### config.mk
export PLATFORM = sky130hd
export DESIGN_NAME = ptp_systime
export DESIGN_NICKNAME = d
export VERILOG_FILES = /design/src/rtl/ptp_pkg.sv /design/src/rtl/ptp_step_gen.sv /design/src/rtl/ptp_trigger.sv /design/src/rtl/ptp_systime.sv
export SDC_FILE = /design/constraint.sdc
export NUM_CORES = 1
export LEC_CHECK = 0
export BUFFER_PORTS_ARGS = -buffer_cell sky130_fd_sc_hd__buf_2
export CAP_MARGIN = 10
export CORE_ASPECT_RATIO = 1.75
export CORE_MARGIN = 2
export CORE_UTILIZATION = 60
export DETAILED_ROUTE_END_ITERATION = 16
export GPL_TIMING_DRIVEN = 0
export MAX_ROUTING_LAYER = met4
export PLACE_DENSITY = 0.77
export SLEW_MARGIN = 25
export SYNTH_ARGS = -nofsm -noshare
export SYNTH_HDL_FRONTEND = slang
export SYNTH_SLANG_ARGS = --single-unit
### constraint.sdc
create_clock -name clk -period 15.95 [get_ports clk]
set_input_delay 1.595 -clock clk [delete_from_list [all_inputs] [get_ports clk]]
set_output_delay 1.595 -clock clk [all_outputs]
set_load 0.05 [all_outputs]
### src/rtl/ptp_pkg.sv
package ptp_pkg;

    localparam int SUB_W = 31;
    localparam logic [SUB_W-1:0] BIN_MAX = 31'h7FFF_FFFF;
    localparam logic [SUB_W-1:0] DEC_MAX = 31'h3B9A_C9FF;

    typedef struct packed {
        logic             carry;
        logic [SUB_W-1:0] val;
    } wrap_t;

    function automatic logic [SUB_W:0] wrap_span(input logic dec);
        return {1'b0, (dec ? DEC_MAX : BIN_MAX)} + {{SUB_W{1'b0}}, 1'b1};
    endfunction

    // a + b, folded back below the wrap point; carry marks a seconds step
    function automatic wrap_t wrap_add(input logic [SUB_W-1:0] a,
                                       input logic [SUB_W-1:0] b,
                                       input logic dec);
        wrap_t r;
        logic [SUB_W:0] sum;
        logic [SUB_W:0] span;
        span = wrap_span(dec);
        sum  = {1'b0, a} + {1'b0, b};
        if (sum >= span) begin
            r.carry = 1'b1;
            r.val   = SUB_W'(sum - span);
        end else begin
            r.carry = 1'b0;
            r.val   = sum[SUB_W-1:0];
        end
        return r;
    endfunction

    // a - b, borrowing one wrap span when b exceeds a; carry marks a borrow
    function automatic wrap_t wrap_sub(input logic [SUB_W-1:0] a,
                                       input logic [SUB_W-1:0] b,
                                       input logic dec);
        wrap_t r;
        if (a >= b) begin
            r.carry = 1'b0;
            r.val   = a - b;
        end else begin
            r.carry = 1'b1;
            r.val   = SUB_W'({1'b0, a} + wrap_span(dec) - {1'b0, b});
        end
        return r;
    endfunction

endpackage

### src/rtl/ptp_step_gen.sv
module ptp_step_gen #(
    parameter int ACC_W = 32,
    parameter int INC_W = 8
) (
    input  logic             clk,
    input  logic             rst_n,
    input  logic             run,
    input  logic             fine,
    input  logic             load,
    input  logic [ACC_W-1:0] addend_in,
    input  logic [INC_W-1:0] sub_inc,
    output logic [INC_W-1:0] step
);

    typedef struct packed {
        logic [ACC_W-1:0] acc;
        logic [ACC_W-1:0] addend;
    } acc_t;

    acc_t           st_d, st_q;
    logic [ACC_W:0] sum;

    always_comb begin
        st_d = st_q;
        sum  = {1'b0, st_q.acc} + {1'b0, st_q.addend};
        if (run) begin
            st_d.acc = sum[ACC_W-1:0];
        end
        if (load) begin
            st_d.addend = addend_in;
        end
        if (fine) begin
            step = sum[ACC_W] ? sub_inc : '0;
        end else begin
            step = sub_inc;
        end
    end

    always_ff @(posedge clk or negedge rst_n) begin
        if (!rst_n) begin
            st_q <= '0;
        end else begin
            st_q <= st_d;
        end
    end

endmodule

### src/rtl/ptp_trigger.sv
module ptp_trigger #(
    parameter int SEC_W = 32
) (
    input  logic                      clk,
    input  logic                      rst_n,
    input  logic                      arm_req,
    input  logic [SEC_W-1:0]          cur_sec,
    input  logic [ptp_pkg::SUB_W-1:0] cur_sub,
    input  logic [SEC_W-1:0]          tgt_sec,
    input  logic [ptp_pkg::SUB_W-1:0] tgt_sub,
    output logic                      armed,
    output logic                      irq
);

    typedef struct packed {
        logic armed;
        logic irq;
    } trig_t;

    trig_t st_d, st_q;
    logic  past_target;

    always_comb begin
        past_target = {cur_sec, cur_sub} > {tgt_sec, tgt_sub};
        st_d        = st_q;
        st_d.irq    = st_q.armed && past_target;
        if (st_q.armed) begin
            st_d.armed = !past_target;
        end else begin
            st_d.armed = arm_req;
        end
    end

    always_ff @(posedge clk or negedge rst_n) begin
        if (!rst_n) begin
            st_q <= '0;
        end else begin
            st_q <= st_d;
        end
    end

    assign armed = st_q.armed;
    assign irq   = st_q.irq;

endmodule

### src/rtl/ptp_systime.sv
module ptp_systime #(
    parameter int SEC_W = 32,
    parameter int ACC_W = 32,
    parameter int INC_W = 8
) (
    input  logic                      clk,
    input  logic                      rst_n,
    input  logic                      time_en,
    input  logic                      dec_rollover,
    input  logic                      fine_mode,
    input  logic                      init_req,
    input  logic                      update_req,
    input  logic                      addend_req,
    input  logic                      trig_req,
    input  logic [SEC_W-1:0]          set_sec,
    input  logic [31:0]               set_sub,
    input  logic [ACC_W-1:0]          addend_in,
    input  logic [INC_W-1:0]          sub_inc,
    input  logic [SEC_W-1:0]          target_sec,
    input  logic [ptp_pkg::SUB_W-1:0] target_sub,
    output logic [SEC_W-1:0]          sys_sec,
    output logic [ptp_pkg::SUB_W-1:0] sys_sub,
    output logic                      init_busy,
    output logic                      update_busy,
    output logic                      addend_busy,
    output logic                      trig_armed,
    output logic                      trig_irq
);

    import ptp_pkg::*;

    typedef struct packed {
        logic [SEC_W-1:0] sec;
        logic [SUB_W-1:0] sub;
        logic             init_p;
        logic             upd_p;
        logic             add_p;
    } time_t;

    time_t            st_d, st_q;
    logic [INC_W-1:0] step;
    wrap_t            w_inc, w_add, w_sub;
    logic [SUB_W-1:0] off_sub;

    ptp_step_gen #(.ACC_W(ACC_W), .INC_W(INC_W)) u_step (
        .clk       (clk),
        .rst_n     (rst_n),
        .run       (time_en & fine_mode),
        .fine      (fine_mode),
        .load      (st_q.add_p),
        .addend_in (addend_in),
        .sub_inc   (sub_inc),
        .step      (step)
    );

    ptp_trigger #(.SEC_W(SEC_W)) u_trig (
        .clk     (clk),
        .rst_n   (rst_n),
        .arm_req (trig_req),
        .cur_sec (st_q.sec),
        .cur_sub (st_q.sub),
        .tgt_sec (target_sec),
        .tgt_sub (target_sub),
        .armed   (trig_armed),
        .irq     (trig_irq)
    );

    always_comb begin
        st_d    = st_q;
        off_sub = set_sub[SUB_W-1:0];
        w_inc   = wrap_add(st_q.sub, SUB_W'(step), dec_rollover);
        w_add   = wrap_add(st_q.sub, off_sub, dec_rollover);
        w_sub   = wrap_sub(st_q.sub, off_sub, dec_rollover);

        // each request flag lives one cycle; a repeat while set is dropped
        st_d.init_p = st_q.init_p ? 1'b0 : init_req;
        st_d.upd_p  = st_q.upd_p  ? 1'b0 : update_req;
        st_d.add_p  = st_q.add_p  ? 1'b0 : addend_req;

        if (st_q.init_p) begin
            st_d.sec = set_sec;
            st_d.sub = off_sub;
        end else if (st_q.upd_p) begin
            if (set_sub[SUB_W]) begin
                st_d.sub = w_sub.val;
                st_d.sec = st_q.sec - set_sec - SEC_W'(w_sub.carry);
            end else begin
                st_d.sub = w_add.val;
                st_d.sec = st_q.sec + set_sec + SEC_W'(w_add.carry);
            end
        end else if (time_en) begin
            st_d.sub = w_inc.val;
            st_d.sec = st_q.sec + SEC_W'(w_inc.carry);
        end
    end

    always_ff @(posedge clk or negedge rst_n) begin
        if (!rst_n) begin
            st_q <= '0;
        end else begin
            st_q <= st_d;
        end
    end

    assign sys_sec     = st_q.sec;
    assign sys_sub     = st_q.sub;
    assign init_busy   = st_q.init_p;
    assign update_busy = st_q.upd_p;
    assign addend_busy = st_q.add_p;

endmodule

Word-level counts from Yosys, hierarchy flattened
Index checks and enable logic that the tools add are counted.
{"block": "totals", "n_memories": 0, "in_bits": 176, "romBits": 0, "wordCells": 45, "ram_bits": 0, "latchBits": 0, "reg_bits": 132}
{"block": "classes", "n_shift": 0, "bitwise": 1, "order_cmp": 4, "n_reduce_logical": 3, "div": 0, "n_mux": 14, "multipliers": 0, "addsub": 14, "n_eq_ne": 0}
{"cell": "2-to-1 mux 63 bit", "count": 4}
{"cell": "subtractor 31 bit", "count": 4}
{"cell": "2-to-1 mux 32 bit", "count": 3}
{"cell": "adder 32 x 1 -> 32 bit", "count": 2}
{"cell": "greater-or-equal comparator 32 bit", "count": 2}
{"cell": "> comparator 63 bit", "count": 1}
{"cell": "adder 32 x 32 -> 33 bit", "count": 1}
{"cell": "adder 31 x 1 -> 32 bit (second input constant)", "count": 1}
{"cell": "adder 31 x 31 -> 32 bit", "count": 1}
{"cell": "adder 31 x 8 -> 32 bit", "count": 1}
{"cell": "adder 32 bit", "count": 1}
{"cell": "subtractor 32 x 1 -> 32 bit", "count": 1}
{"cell": "subtractor 32 bit", "count": 1}
{"cell": "adder 31 bit", "count": 1}
{"cell": "greater-or-equal comparator 31 bit", "count": 1}
{"cell": "2-to-1 mux 31 bit", "count": 1}
{"cell": "2-to-1 mux 8 bit", "count": 2}
{"cell": "2-to-1 mux 1 bit", "count": 4}
{"cell": "nonzero test 3 bit", "count": 1}
{"cell": "AND 1 bit", "count": 1}
{"cell": "logical AND 1 bit", "count": 1}
{"cell": "zero test 1 bit", "count": 1}

Longest topological paths before layout
{"block": "logic_depth", "depth_word": 10, "depth_mapped": 41}

By module
Synthesis repeated with hierarchy kept, for this count alone.
{"block": "unflattened", "hier_cells": 2899, "area_unflattened_um2": 22003.6}
{"mod": "ptp_systime", "cells_each": 2227, "instances": 1, "area_per_inst_um2": 16040.4, "seq_area_each_um2": 1651.6}
{"mod": "ptp_step_gen", "cells_each": 446, "instances": 1, "area_per_inst_um2": 4281.6, "seq_area_each_um2": 1601.5}
{"mod": "ptp_trigger", "cells_each": 226, "instances": 1, "area_per_inst_um2": 1681.6, "seq_area_each_um2": 50.0}

Worst setup path after synthesis
Ideal clock, no wire load.
{"block": "synth_path", "path_type": "in2reg", "from": "in set_sub[7]", "to": "reg st_q (netlist bit sys_sec[30])", "path_slack_ns": 7.880, "setup_ns": 0.132, "stages": 35, "n_path_buf": 2, "arrival_time_ns": 7.937, "t_required_ns": 15.818, "path_cell_list": "inv_1 ha_1 buf_6 or3_4 o21ba_4 a21oi_2 o311ai_4 a31oi_1 a31oi_1 a211oi_1 o21ba_2 o21bai_1 xnor2_1 ha_1 inv_1 nor2_1 a31oi_1 o2111ai_4 nand2_2 buf_6 inv_2 fa_1 fa_1 nor2b_1 o2111ai_1 a31oi_1 o21bai_1 o311a_1 o2111ai_1 a31oi_1 o31ai_1 a211oi_1 a41oi_1 o21ai_0 o21ai_0"}
{"block": "synth_between", "elab_chain_len": 7, "word_cells_on_any_way": 10, "classes_between": "3 x add/sub; 2 x order compare; 5 x mux"}
{"element": "start: declaration", "line_no": "ptp_systime.sv:16", "text": "input logic [31:0] set_sub,"}
{"element": "adder 31 x 31 -> 32 bit", "line_no": "ptp_pkg.sv:24", "text": "sum = {1'b0, a} + {1'b0, b};"}
{"element": "greater-or-equal comparator 32 bit", "line_no": "ptp_pkg.sv:25", "text": "if (sum >= span) begin"}
{"element": "2-to-1 mux 32 bit", "line_no": "ptp_pkg.sv:25"}
{"element": "adder 32 x 1 -> 32 bit", "line_no": "ptp_systime.sv:89", "text": "st_d.sec = st_q.sec + set_sec + SEC_W'(w_add.carry);"}
{"element": "2-to-1 mux 63 bit *", "line_no": "ptp_systime.sv:84", "text": "if (set_sub[SUB_W]) begin"}
{"element": "2-to-1 mux 63 bit *", "line_no": "ptp_systime.sv:83", "text": "end else if (st_q.upd_p) begin"}
{"element": "2-to-1 mux 63 bit *", "line_no": "ptp_systime.sv:80", "text": "if (st_q.init_p) begin"}
{"element": "end signal: assignment", "line_no": "ptp_systime.sv:101", "text": "st_q <= st_d;"}
{"element": "end: declaration", "line_no": "ptp_systime.sv:40", "text": "time_t st_d, st_q;"}
Every way passes the cells marked *; elsewhere a longest branch is shown, timed or not.
A chain may end at the register's enable or synchronous reset.

Worst setup path in the final report
{"block": "layout_path", "from": "reg u_step.st_q[0] (netlist bit)", "to": "reg st_q (netlist bit sys_sec[18])"}
{"block": "layout_between", "elab_chain_len": 10}
{"element": "start: declaration", "line_no": "ptp_step_gen.sv:20", "text": "acc_t st_d, st_q;"}
{"element": "start signal: assignment", "line_no": "ptp_step_gen.sv:43", "text": "st_q <= st_d;"}
{"element": "adder 32 x 32 -> 33 bit", "line_no": "ptp_step_gen.sv:25", "text": "sum = {1'b0, st_q.acc} + {1'b0, st_q.addend};"}
{"element": "2-to-1 mux 8 bit", "line_no": "ptp_step_gen.sv:33", "text": "step = sum[ACC_W] ? sub_inc : '0;"}
{"element": "2-to-1 mux 8 bit", "line_no": "ptp_step_gen.sv:32", "text": "if (fine) begin"}
{"element": "adder 31 x 8 -> 32 bit", "line_no": "ptp_pkg.sv:24"}
{"element": "greater-or-equal comparator 32 bit", "line_no": "ptp_pkg.sv:25"}
{"element": "2-to-1 mux 32 bit", "line_no": "ptp_pkg.sv:25"}
{"element": "adder 32 x 1 -> 32 bit", "line_no": "ptp_systime.sv:93", "text": "st_d.sec = st_q.sec + SEC_W'(w_inc.carry);"}
{"element": "2-to-1 mux 63 bit", "line_no": "ptp_systime.sv:91", "text": "end else if (time_en) begin"}
{"element": "2-to-1 mux 63 bit", "line_no": "ptp_systime.sv:83"}
{"element": "2-to-1 mux 63 bit", "line_no": "ptp_systime.sv:80"}
Every way passes these cells. The select of a mux whose other input is x is not followed.

==> results_dict.tcl <==
set metrics [dict create \
    die_h_um 257 \
    ios 244 \
    portBuffers 242 \
    worstMarginPinSlew_ns 1.18 \
    gp_congestion 1.05 \
    final-seq-area_um2 3300 \
    hold_class "reg2reg" \
    synth_area_leaders "ha_1 18%, dfrtp_1 15%, xnor2_1 7.1%" \
    powerDensity_nw_per_um2 211 \
    dieArea_um2 38100 \
    drv_slew 0 \
    cpMostUsedCell "ha_1" \
    syn_nets 3388 \
    grt_max_degree 92 \
    drc 0 \
    start_util_pct 60.8 \
    status "completed" \
    yosys_warnings 0 \
    ctsResizeCount 0 \
    hold_start "u_step.st_q[60]$_DFFE_PN0P_" \
    r2r-start "u_step.st_q[0]$_DFFE_PN0P_" \
    start_kind "register" \
    synth_top_cell_by_area "ha_1" \
    final_net_count 3653 \
    r2r_end "sys_sec[18]$_DFFE_PN0P_" \
    critPathCaptureType "register" \
    wl_per_cell_um 23.8 \
    clock.fmax_mhz 93.0 \
    p_leak_nw 11.7 \
    antenna_found_initial 13 \
    ir_drop_v 0.000112 \
    clk_latency_ns 0.47 \
    fin_skew_ns 0.0132 \
    wl_um 86500 \
    clockRootBuffer "clkbuf_16" \
    overflow 0 \
    synth.distinct_cells 97 \
    multiInputGateArea_um2 17000 \
    htreeDepth 4 \
    clk_pin_slew_ns 0.07 \
    crit_type "reg2reg" \
    synthCells 2867 \
    drt_iter0_drc 1789 \
    antenna_left 0 \
    coreArea_um2 36000 \
    cts_tree "yes" \
    hold_violations 0 \
    cp_data_arrival_time_ns 11.08 \
    hpwl_um 68700 \
    clkSinkCount 132 \
    holdPathStages 1 \
    drv_cap 0 \
    tritoncts.num_buffers 17 \
    cts_buffer_depth 2 \
    grt_pass1_wl_um 132000 \
    die_w_um 148 \
    via_count 23900 \
    filler_cell_count 3102 \
    regToRegSetupSlack_ns 5.19 \
    cts_setup_buffers 0 \
    timing.setup.tns_ns 0 \
    layout_commonest_cell "inv_1" \
    ctsHoldBuffers 0 \
    drive_above_1_share_pct 12.4 \
    track_usage_pct 46.3 \
    rsz0062_at_grt "no" \
    dr.pass1.iters 7 \
    synthArstFlopShare_pct 100 \
    cpPeakStageDelay_ns 0.79 \
    instances_no_fill 3628 \
    final_cell_mix "316 x inv_1, 314 x ha_1, 254 x buf_2" \
    synth_edf_count 0 \
    required_ns 16.27 \
    synth_area_um2 21900 \
    synth_top_cell_area_share_pct 17.9 \
    r2r_cells 41 \
    fin_crit_sh_pct 67.4 \
    syn_area_per_cell_um2 7.64 \
    synth_seq_cells 132 \
    setup_violations 0 \
    dpl.cell_count 3582 \
    yosysSeqAreaShare_pct 15.1 \
    cp_slowest_cell "nor3_1" \
    slew_headroom_pct 21.3 \
    period_needed_ns 10.76 \
    cp_max_fo 11 \
    synth-main-ff-cell "dfrtp_1" \
    worstHoldEndpoint "u_step.st_q[60]$_DFFE_PN0P_" \
    rows 92 \
    syn2layout_area_growth_pct 11.7 \
    grt_pass1_vias 24400 \
    via_per_inst 6.59 \
]
[power by group]
group	switching (mW)	total [mW]	internal (mW)
sequential	0.202	0.646	0.444
combinational	2.54	4.07	1.53
clock	0.211	0.452	0.241
[per-stage QoR]
stage / area (µm²) / power, mW / worst slack [ns] / hold slack (ns) / util [%]
after detailed placement: 23800 / 4.57 / 5.13 / 0.475 / 66.0
after floorplan: 21900 / 3.54 / 7.88 / 0.453 / -
after CTS: 24400 / 5.05 / 5.38 / 0.491 / 67.8
after global routing: 24500 / 5.52 / 4.64 / 0.509 / 67.9
after global placement: 23700 / 4.48 / 5.15 / 0.465 / 65.8
final: 24500 / 5.17 / 5.19 / 0.492 / 67.9
[how the worst max path moves through the flow]
stage | to | slack [ns] | from | depth (start not counted)
final | sys_sec[18]$_DFFE_PN0P_ | 5.19 | u_step.st_q[0]$_DFFE_PN0P_ | 41
after global routing | sys_sec[18]$_DFFE_PN0P_ | 4.64 | u_step.st_q[0]$_DFFE_PN0P_ | 41
after CTS | sys_sec[18]$_DFFE_PN0P_ | 5.38 | u_step.st_q[0]$_DFFE_PN0P_ | 41
after detailed placement | sys_sec[30]$_DFFE_PN0P_ | 5.13 | set_sub[21] | 31
after global placement | sys_sec[30]$_DFFE_PN0P_ | 5.15 | set_sub[21] | 31
after floorplan | sys_sec[30]$_DFFE_PN0P_ | 7.88 | set_sub[7] | 35
[worst max-delay path, delay by kind of cell, from the launching register on]
kind	cells	cell delay [ns]
AO/OA/AOI/OAI	19	5.03
XOR/XNOR	2	0.28
adder cells (fa/ha/maj)	5	1.69
buffers and inverters	2	0.43
flip-flops	1	0.40
AND/OR/NAND/NOR	13	2.74
[synthesized netlist by cell type, types with 43 or more instances]
cell / n
a21o_1: 80
a21oi_1: 216
a31oi_1: 43
clkbuf_1: 65
dfrtp_1: 132
ha_1: 314
inv_1: 317
nand2_1: 210
nand2b_1: 44
nand3_1: 68
nand4_1: 48
nor2_1: 210
nor3_1: 76
o21ai_0: 190
xnor2_1: 177
xor2_1: 47
[kinds of logic after synthesis]
| family | synth area share [%] |
|---|---|
| flops | 15.1 |
| buf+inv | 7.29 |
| compound gates | 26.1 |
| mux | 3.11 |
| simple gates | 18.7 |
| xor+xnor | 9.03 |
| fa+ha+maj | 20.8 |
[state kept, by name (all words and copies together) (netlist names)]
register / flops
update_busy: 1
u_trig.armed: 1
u_trig.irq: 1
u_step.st_q: 64
sys_sec: 32
sys_sub: 31
addend_busy: 1
init_busy: 1
[per-layer routing]
metal / up-vias / share of wire (%) / GRT usage (%)
met5: - / 0 / -
met4: 0 / 11 / 43.0
met3: 570 / 7.6 / 11.0
met2: 1237 / 49 / 76.9
met1: 11300 / 32 / 43.4
li1: 10800 / - / -
[area by class of cell]
type	instances	share of cell area [%]
diodes	13	0.133
plain buffers	90	1.59
clock buffers	17	1.74
clock inverters	15	0.813
inverters	322	4.95
multi-input cells	2323	69.6
flip-flops and latches	132	13.5
well taps	470	2.40
repair buffers	246	5.28
Note: power is estimated with default switching activity, not from simulation.
